===== config.mk =====
export PLATFORM = sky130hd
export DESIGN_NAME = pwr_script_seq
export DESIGN_NICKNAME = d
export VERILOG_FILES = /design/src/rtl/pss_pkg.sv /design/src/rtl/pss_imem.sv /design/src/rtl/pss_cfg.sv /design/src/rtl/pss_engine.sv /design/src/rtl/pwr_script_seq.sv
export SDC_FILE = /design/constraint.sdc
export NUM_CORES = 2
export LEC_CHECK = 0
export ABC_AREA = 1
export ABC_CLOCK_PERIOD_IN_PS = 2600
export BUFFER_PORTS_ARGS = -buffer_cell sky130_fd_sc_hd__buf_2
export CORE_MARGIN = 8
export CORE_UTILIZATION = 35
export CTS_CLUSTER_DIAMETER = 200
export DETAILED_ROUTE_END_ITERATION = 12
export PLACE_DENSITY = 0.52
export RECOVER_POWER = 25
export SYNTH_ARGS = -nofsm -noshare
export SYNTH_HDL_FRONTEND = slang
export SYNTH_SLANG_ARGS = --single-unit

===== constraint.sdc =====
create_clock -name clk -period 2.6 [get_ports clk]
set_clock_uncertainty 0.1 [all_clocks]
set_input_delay 0.65 -clock clk [delete_from_list [all_inputs] [get_ports clk]]
set_output_delay 0.65 -clock clk [all_outputs]
set_load 0.01 [all_outputs]

===== src/rtl/pss_pkg.sv =====
package pss_pkg;
  localparam int REG_AW = 3;
  localparam int NEV    = 4;

  localparam logic [REG_AW-1:0] RA_KEY    = 3'd0;
  localparam logic [REG_AW-1:0] RA_MADDR  = 3'd1;
  localparam logic [REG_AW-1:0] RA_MDATA  = 3'd2;
  localparam int                RA_PTR0   = 3;
  localparam logic [REG_AW-1:0] RA_ERRCLR = 3'd7;

  typedef enum logic [1:0] {
    LK_SHUT = 2'd0,
    LK_HALF = 2'd1,
    LK_OPEN = 2'd2
  } lock_e;

  typedef enum logic [1:0] {
    ENG_IDLE = 2'd0,
    ENG_EMIT = 2'd1,
    ENG_WAIT = 2'd2,
    ENG_FIN  = 2'd3
  } eng_e;
endpackage


===== src/rtl/pss_imem.sv =====
module pss_imem #(
  parameter int IDX_W = 6,
  parameter int BYTE_W = 8
) (
  input  logic                        clk,
  input  logic                        we,
  input  logic [IDX_W+1:0]            waddr,
  input  logic [BYTE_W-1:0]           wdata,
  input  logic [IDX_W-1:0]            ridx,
  output logic [3:0][BYTE_W-1:0]      rd_bytes
);
  localparam int DEPTH = 2 ** IDX_W;

  for (genvar l = 0; l < 4; l++) begin : g_lane
    logic [BYTE_W-1:0] lane_mem [DEPTH];
    logic              lane_we;

    assign lane_we = we && (waddr[1:0] == 2'(l));

    always_ff @(posedge clk) begin
      if (lane_we) begin
        lane_mem[waddr[IDX_W+1:2]] <= wdata;
      end
    end

    assign rd_bytes[l] = lane_mem[ridx];
  end
endmodule


===== src/rtl/pss_cfg.sv =====
module pss_cfg
  import pss_pkg::*;
#(
  parameter int          IDX_W = 6,
  parameter logic [7:0]  KEY_A = 8'hA5,
  parameter logic [7:0]  KEY_B = 8'h5A
) (
  input  logic                        clk,
  input  logic                        rst_n,
  input  logic                        wr_en,
  input  logic [REG_AW-1:0]           wr_addr,
  input  logic [7:0]                  wr_data,
  input  logic                        err_set,
  output logic [NEV-1:0][IDX_W-1:0]   start_ptr,
  output logic                        mem_we,
  output logic [IDX_W+1:0]            mem_addr,
  output logic [7:0]                  mem_wdata,
  output logic                        err_flag
);
  localparam int                MA_W    = IDX_W + 2;
  localparam logic [IDX_W-1:0]  END_IDX = {IDX_W{1'b1}};

  lock_e                      lock_q, lock_n;
  logic [NEV-1:0][IDX_W-1:0]  ptr_q, ptr_n;
  logic [MA_W-1:0]            maddr_q, maddr_n;
  logic                       err_q, err_n;
  logic                       open;
  logic                       clr_wr;

  assign open   = (lock_q == LK_OPEN);
  assign clr_wr = wr_en && (wr_addr == RA_ERRCLR);

  always_comb begin
    lock_n  = lock_q;
    ptr_n   = ptr_q;
    maddr_n = maddr_q;
    err_n   = err_q;
    mem_we  = 1'b0;
    if (wr_en) begin
      if (wr_addr == RA_KEY) begin
        if (wr_data == KEY_A) begin
          lock_n = LK_HALF;
        end else if (wr_data == KEY_B && lock_q == LK_HALF) begin
          lock_n = LK_OPEN;
        end else begin
          lock_n = LK_SHUT;
        end
      end
      if (open && wr_addr == RA_MADDR) begin
        maddr_n = wr_data[MA_W-1:0];
      end
      if (open && wr_addr == RA_MDATA) begin
        mem_we  = 1'b1;
        maddr_n = maddr_q + 1'b1;
      end
      for (int e = 0; e < NEV; e++) begin
        if (open && wr_addr == REG_AW'(RA_PTR0 + e)) begin
          ptr_n[e] = wr_data[IDX_W-1:0];
        end
      end
      if (wr_addr == RA_ERRCLR) begin
        err_n = 1'b0;
      end
    end
    if (err_set) begin
      err_n = 1'b1;
    end
  end

  always_ff @(posedge clk or negedge rst_n) begin
    if (!rst_n) begin
      lock_q  <= LK_SHUT;
      ptr_q   <= {NEV{END_IDX}};
      maddr_q <= '0;
      err_q   <= 1'b0;
    end else begin
      lock_q  <= lock_n;
      ptr_q   <= ptr_n;
      maddr_q <= maddr_n;
      err_q   <= err_n;
    end
  end

  assign start_ptr = ptr_q;
  assign mem_addr  = maddr_q;
  assign mem_wdata = wr_data;
  assign err_flag  = err_q;

  AST_LOCKED_PTR_HOLD: assert property (@(posedge clk) disable iff (!rst_n)
    (wr_en && !open && wr_addr != RA_KEY) |=> $stable(start_ptr));
  AST_MADDR_STEP: assert property (@(posedge clk) disable iff (!rst_n)
    (wr_en && open && wr_addr == RA_MDATA) |=> (mem_addr == $past(mem_addr) + 1'b1));
  AST_ERR_RAISE: assert property (@(posedge clk) disable iff (!rst_n)
    err_set |=> err_flag);
  AST_ERR_STICKY: assert property (@(posedge clk) disable iff (!rst_n)
    (err_flag && !clr_wr) |=> err_flag);
endmodule


===== src/rtl/pss_engine.sv =====
module pss_engine
  import pss_pkg::*;
#(
  parameter int IDX_W = 6,
  parameter int DLY_W = 8
) (
  input  logic                        clk,
  input  logic                        rst_n,
  input  logic                        tick,
  input  logic [NEV-1:0]              trig,
  input  logic [NEV-1:0][IDX_W-1:0]   start_ptr,
  input  logic [15:0]                 rd_msg,
  input  logic [DLY_W-1:0]            rd_dly,
  input  logic [7:0]                  rd_nxt,
  output logic [IDX_W-1:0]            ridx,
  output logic                        msg_valid,
  output logic [15:0]                 msg_data,
  output logic                        busy,
  output logic                        done,
  output logic                        err_set
);
  localparam int                EV_W    = $clog2(NEV);
  localparam logic [IDX_W-1:0]  END_IDX = {IDX_W{1'b1}};

  eng_e              st_q, st_n;
  logic [IDX_W-1:0]  cur_q, cur_n;
  logic [IDX_W-1:0]  nxt_q, nxt_n;
  logic [DLY_W-1:0]  cnt_q, cnt_n;
  logic [EV_W-1:0]   sel;
  logic [EV_W:0]     nhit;
  logic              any_trig;

  always_comb begin
    sel  = '0;
    nhit = '0;
    for (int e = 0; e < NEV; e++) begin
      if (trig[e]) begin
        sel  = EV_W'(e);
        nhit = nhit + 1'b1;
      end
    end
  end

  assign any_trig = |trig;
  assign err_set  = any_trig && ((st_q != ENG_IDLE) || (nhit > 1));

  always_comb begin
    st_n  = st_q;
    cur_n = cur_q;
    nxt_n = nxt_q;
    cnt_n = cnt_q;
    unique case (st_q)
      ENG_IDLE: begin
        if (any_trig) begin
          cur_n = start_ptr[sel];
          st_n  = (start_ptr[sel] == END_IDX) ? ENG_FIN : ENG_EMIT;
        end
      end
      ENG_EMIT: begin
        cnt_n = rd_dly;
        nxt_n = rd_nxt[IDX_W-1:0];
        st_n  = ENG_WAIT;
      end
      ENG_WAIT: begin
        if (tick) begin
          if (cnt_q == '0) begin
            if (nxt_q == END_IDX) begin
              st_n = ENG_FIN;
            end else begin
              cur_n = nxt_q;
              st_n  = ENG_EMIT;
            end
          end else begin
            cnt_n = cnt_q - 1'b1;
          end
        end
      end
      ENG_FIN: begin
        st_n = ENG_IDLE;
      end
      default: st_n = ENG_IDLE;
    endcase
  end

  always_ff @(posedge clk or negedge rst_n) begin
    if (!rst_n) begin
      st_q  <= ENG_IDLE;
      cur_q <= END_IDX;
      nxt_q <= END_IDX;
      cnt_q <= '0;
    end else begin
      st_q  <= st_n;
      cur_q <= cur_n;
      nxt_q <= nxt_n;
      cnt_q <= cnt_n;
    end
  end

  assign ridx      = cur_q;
  assign msg_valid = (st_q == ENG_EMIT);
  assign msg_data  = rd_msg;
  assign busy      = (st_q != ENG_IDLE);
  assign done      = (st_q == ENG_FIN);

  AST_STROBE_SINGLE: assert property (@(posedge clk) disable iff (!rst_n)
    msg_valid |=> !msg_valid);
  AST_DONE_SINGLE: assert property (@(posedge clk) disable iff (!rst_n)
    done |=> !done);
  AST_IDLE_QUIET: assert property (@(posedge clk) disable iff (!rst_n)
    !busy |-> (!msg_valid && !done));
  AST_WAIT_NO_TICK: assert property (@(posedge clk) disable iff (!rst_n)
    (st_q == ENG_WAIT && !tick) |=> (st_q == ENG_WAIT && $stable(cnt_q)));
  AST_BUSY_KEEPS_CHAIN: assert property (@(posedge clk) disable iff (!rst_n)
    (st_q == ENG_WAIT && any_trig) |=> $stable(nxt_q));
endmodule


===== src/rtl/pwr_script_seq.sv =====
module pwr_script_seq
  import pss_pkg::*;
#(
  parameter int          IDX_W = 6,
  parameter int          DLY_W = 8,
  parameter logic [7:0]  KEY_A = 8'hA5,
  parameter logic [7:0]  KEY_B = 8'h5A
) (
  input  logic         clk,
  input  logic         rst_n,
  input  logic         wr_en,
  input  logic [2:0]   wr_addr,
  input  logic [7:0]   wr_data,
  input  logic         tick,
  input  logic [3:0]   trig,
  output logic         msg_valid,
  output logic [15:0]  msg_data,
  output logic         busy,
  output logic         done,
  output logic         err_flag
);
  logic [NEV-1:0][IDX_W-1:0]  start_ptr;
  logic                       mem_we;
  logic [IDX_W+1:0]           mem_addr;
  logic [7:0]                 mem_wdata;
  logic                       err_set;
  logic [IDX_W-1:0]           ridx;
  logic [3:0][7:0]            rd_bytes;

  pss_cfg #(.IDX_W(IDX_W), .KEY_A(KEY_A), .KEY_B(KEY_B)) u_cfg (
    .clk       (clk),
    .rst_n     (rst_n),
    .wr_en     (wr_en),
    .wr_addr   (wr_addr),
    .wr_data   (wr_data),
    .err_set   (err_set),
    .start_ptr (start_ptr),
    .mem_we    (mem_we),
    .mem_addr  (mem_addr),
    .mem_wdata (mem_wdata),
    .err_flag  (err_flag)
  );

  pss_imem #(.IDX_W(IDX_W), .BYTE_W(8)) u_mem (
    .clk      (clk),
    .we       (mem_we),
    .waddr    (mem_addr),
    .wdata    (mem_wdata),
    .ridx     (ridx),
    .rd_bytes (rd_bytes)
  );

  pss_engine #(.IDX_W(IDX_W), .DLY_W(DLY_W)) u_eng (
    .clk       (clk),
    .rst_n     (rst_n),
    .tick      (tick),
    .trig      (trig),
    .start_ptr (start_ptr),
    .rd_msg    ({rd_bytes[0], rd_bytes[1]}),
    .rd_dly    (DLY_W'(rd_bytes[2])),
    .rd_nxt    (rd_bytes[3]),
    .ridx      (ridx),
    .msg_valid (msg_valid),
    .msg_data  (msg_data),
    .busy      (busy),
    .done      (done),
    .err_set   (err_set)
  );
endmodule


==> qor.txt <==
final period utilization -> 1.54
global-route usage over all layers -> 0.204
DR vias -> 56037
post-DR vias/cell -> 5.33
Post-Synthesis Cell Area -> 80800 µm²
Hold Crit Class -> in2reg
Fin. Hold Viols -> 0
register area -> 59100 µm²
synthesis-to-layout area growth -> 21.3%
peak supply drop -> 0.789 mV
multi-input combinational cell area -> 19700 µm²
Leak -> 34.4 nW
root buf cell -> clkbuf_16
initial antenna violation count -> 12
Routability Congestion -> 0.858
Netlist cell types -> 35
Max transition margin -> -0.847
sequential share of the synthesized area -> 0.731
final setup TNS -> -75.95 ns
CTS clk-pin slew, worst paths -> 0.06 ns
Synth area leader -> edfxtp_1
CP Data Required Time -> 1.85 ns
Max-Cap Viols -> 6
fin cells -> 10510
Worst Setup Start Kind -> flip-flop
DRT Pass-1 Iters -> 6
Yosys reg bits -> 1977
Area contributors post-synth -> edfxtp_1 71%, nand2_1 7.0%, nand3_1 4.9%
final core occ -> 0.427
# clock sinks -> 1977
number of placed cells counting well taps -> 10032
final count of pins violating max slew -> 218
vias in the first global route -> 53546
number of buffers created by CTS -> 203
Worst-Skew Late Latency -> 0.86 ns
largest net degree at the start of global routing -> 110
Post-synth top flop -> edfxtp_1
Die Outline Area -> 247000 µm²
antenna-violating nets left -> 0
Final Hold Slack -> 0.0697 ns
grt ovf -> 0
number of I/O port buffers -> 38
area share of the largest cell type after synthesis -> 0.713
maximum fanout along the worst path -> 11
critical path endpoint category -> primary output
CTS H-tree lvls -> 4
RSZ-0062 raised after global routing -> true
post-synth net total -> 6814
Placeable Area -> 230000 µm²
number of fillers in the final layout -> 21285
HPWL after DPL -> 153000 µm
clock tree from TritonCTS -> done
drt total wl -> 260000 µm
violated checks -> max-capacitance violations, max-slew violations, negative setup slack
pre-CTS WS -> -0.799 ns
routed wire length per instance -> 24.8 µm
synth cell count leaders -> 1920 x edfxtp_1, 1502 x nand2_1, 875 x nor2_1
Placement Rows -> 176
share of layout cells above drive strength 1 -> 0.171
Synth warnings -> 0
initial DRC count -> 6275
DR DRC count -> 0
Post-synth EDFFs -> 1920
status -> finished, violations left
fmax -> 0.249 GHz
maximum root-to-sink buffer count -> 3
Avg Cell Area, Syn -> 11.9 µm²
post-route minimum period -> 4.01 ns
Synth async-reset ratio -> 0.0288
worst slew pin tran -> 2.77 ns
initial core utilization -> 0.352
# setup viols final -> 413
Pwr Density -> 1000 nW/µm²
Worst EP arrival -> 3.26 ns
die height -> 497 µm
fin nets -> 7343
most numerous cell in the Yosys netlist -> edfxtp_1
Final WS setup -> -1.41 ns
global-route wire length before repair -> 374000 µm
r2r setup slk -> -0.32 ns
I/O pin count -> 39
Die Width -> 497 µm
Post-Syn Instances -> 6786
WS Path Type -> reg2out
[what timing repair did]
action                     in CTS  in global routing
setup endpoints to repair      31                 71
setup buffers                  39                 13
pin swaps                      92                 43
gates resized for setup       287                 90
hold endpoints to repair        5                  0
gates cloned                   42                 10
hold buffers                    1                  0
[path summary, 6_finish.rpt]
kind                                                 startpoint                              end  cells past startpoint
min in group asynchronous                                 rst_n       u_cfg.err_flag$_DFFE_PN0P_                      2
worst min register to register  u_cfg.start_ptr[16]$_DFFE_PN1P_  u_cfg.start_ptr[16]$_DFFE_PN1P_                      2
worst max register to register        u_eng.ridx[0]$_DFFE_PN1P_       u_eng.nxt_q[3]$_DFFE_PN1P_                     14
max in group asynchronous                                 rst_n        u_eng.ridx[4]$_DFFE_PN1P_                      3
worst max-delay path                  u_eng.ridx[0]$_DFFE_PN1P_                      msg_data[5]                     12
worst min-delay path                                 wr_addr[2]       u_cfg.err_flag$_DFFE_PN0P_                      4
[power by group]
group          internal (mW)  switching [mW]
Sequential              35.2           0.284
Clock                   16.3            12.4
Combinational           12.6            21.4
Total                   64.1            34.1
[stage by stage]
stage | power (mW) | cell area (µm²)
floorplan | 52.8 | 80800
global placement | 64.3 | 88700
detailed placement | 64.3 | 88700
CTS | 97.4 | 97700
global route | 102 | 98100
finish | 98.2 | 98100
[layer usage]
metal | wire (µm) | part of all wire | global-route usage
met5 | 165 | 0.00063 | 0
met4 | 8720 | 0.033 | 0.0672
met3 | 20100 | 0.077 | 0.0370
met2 | 120000 | 0.46 | 0.321
met1 | 112000 | 0.43 | 0.286
[kinds of logic after synthesis]
| logic type | synth area share |
|---|---|
| AOI/OAI and AO/OA | 0.0712 |
| and+or+nand+nor | 0.161 |
| buffers and inverters | 0.0345 |
| xor gates and xnor gates | 0.000758 |
| DFF | 0.731 |
| adders and majority gates | 0.00139 |
[sequential cells by signal, summed over array words and instances (netlist names)]
name,flops
u_mem.g_lane.lane_mem,1920
u_cfg.mem_addr,8
u_cfg.start_ptr,24
u_cfg.lock_q,2
u_eng.nxt_q,6
u_eng.st_q,2
u_eng.ridx,6
u_eng.cnt_q,8
u_cfg.err_flag,1
[area by class of cell]
type	instances	area share
flip-flops and latches	1977	0.603
clock inverters	124	0.0117
inverters	72	0.00319
well taps	3026	0.0386
multi-input cells	4280	0.201
repair inverters	6	0.000752
diodes	4	0.000102
clock buffers	246	0.0544
repair buffers	775	0.0874
[cells in the final DEF, fill, tap and decap left out, types with 14 or more instances in the layout]
cell,instances
buf_12,109
clkbuf_16,215
o21ai_0,552
clkinv_2,38
inv_1,65
buf_16,51
o21ai_1,148
nand3_1,727
buf_6,41
edfxtp_1,1920
o22ai_1,249
dfrtp_1,21
dfstp_2,31
nand2_2,51
nand3_2,57
clkinv_1,52
o22ai_2,14
nand2_1,1445
bufinv_16,17
buf_4,515
nor2_1,870
o21ai_2,30
clkbuf_1,46
a21oi_1,58
buf_2,17
[worst max-delay path, stage by stage, from the launching register on]
cell and delay (ns):
dfstp_4 0.70, buf_12 0.18, buf_4 0.14, buf_4 0.17, o21ai_0 0.12, o22ai_2 0.22
nor2_1 0.08, o21ai_2 0.20, nand2_1 0.09, nand2_1 0.07, nand2_1 0.10, nand2_2 0.15
buf_2 0.15
(Power assumes the default switching activity.)
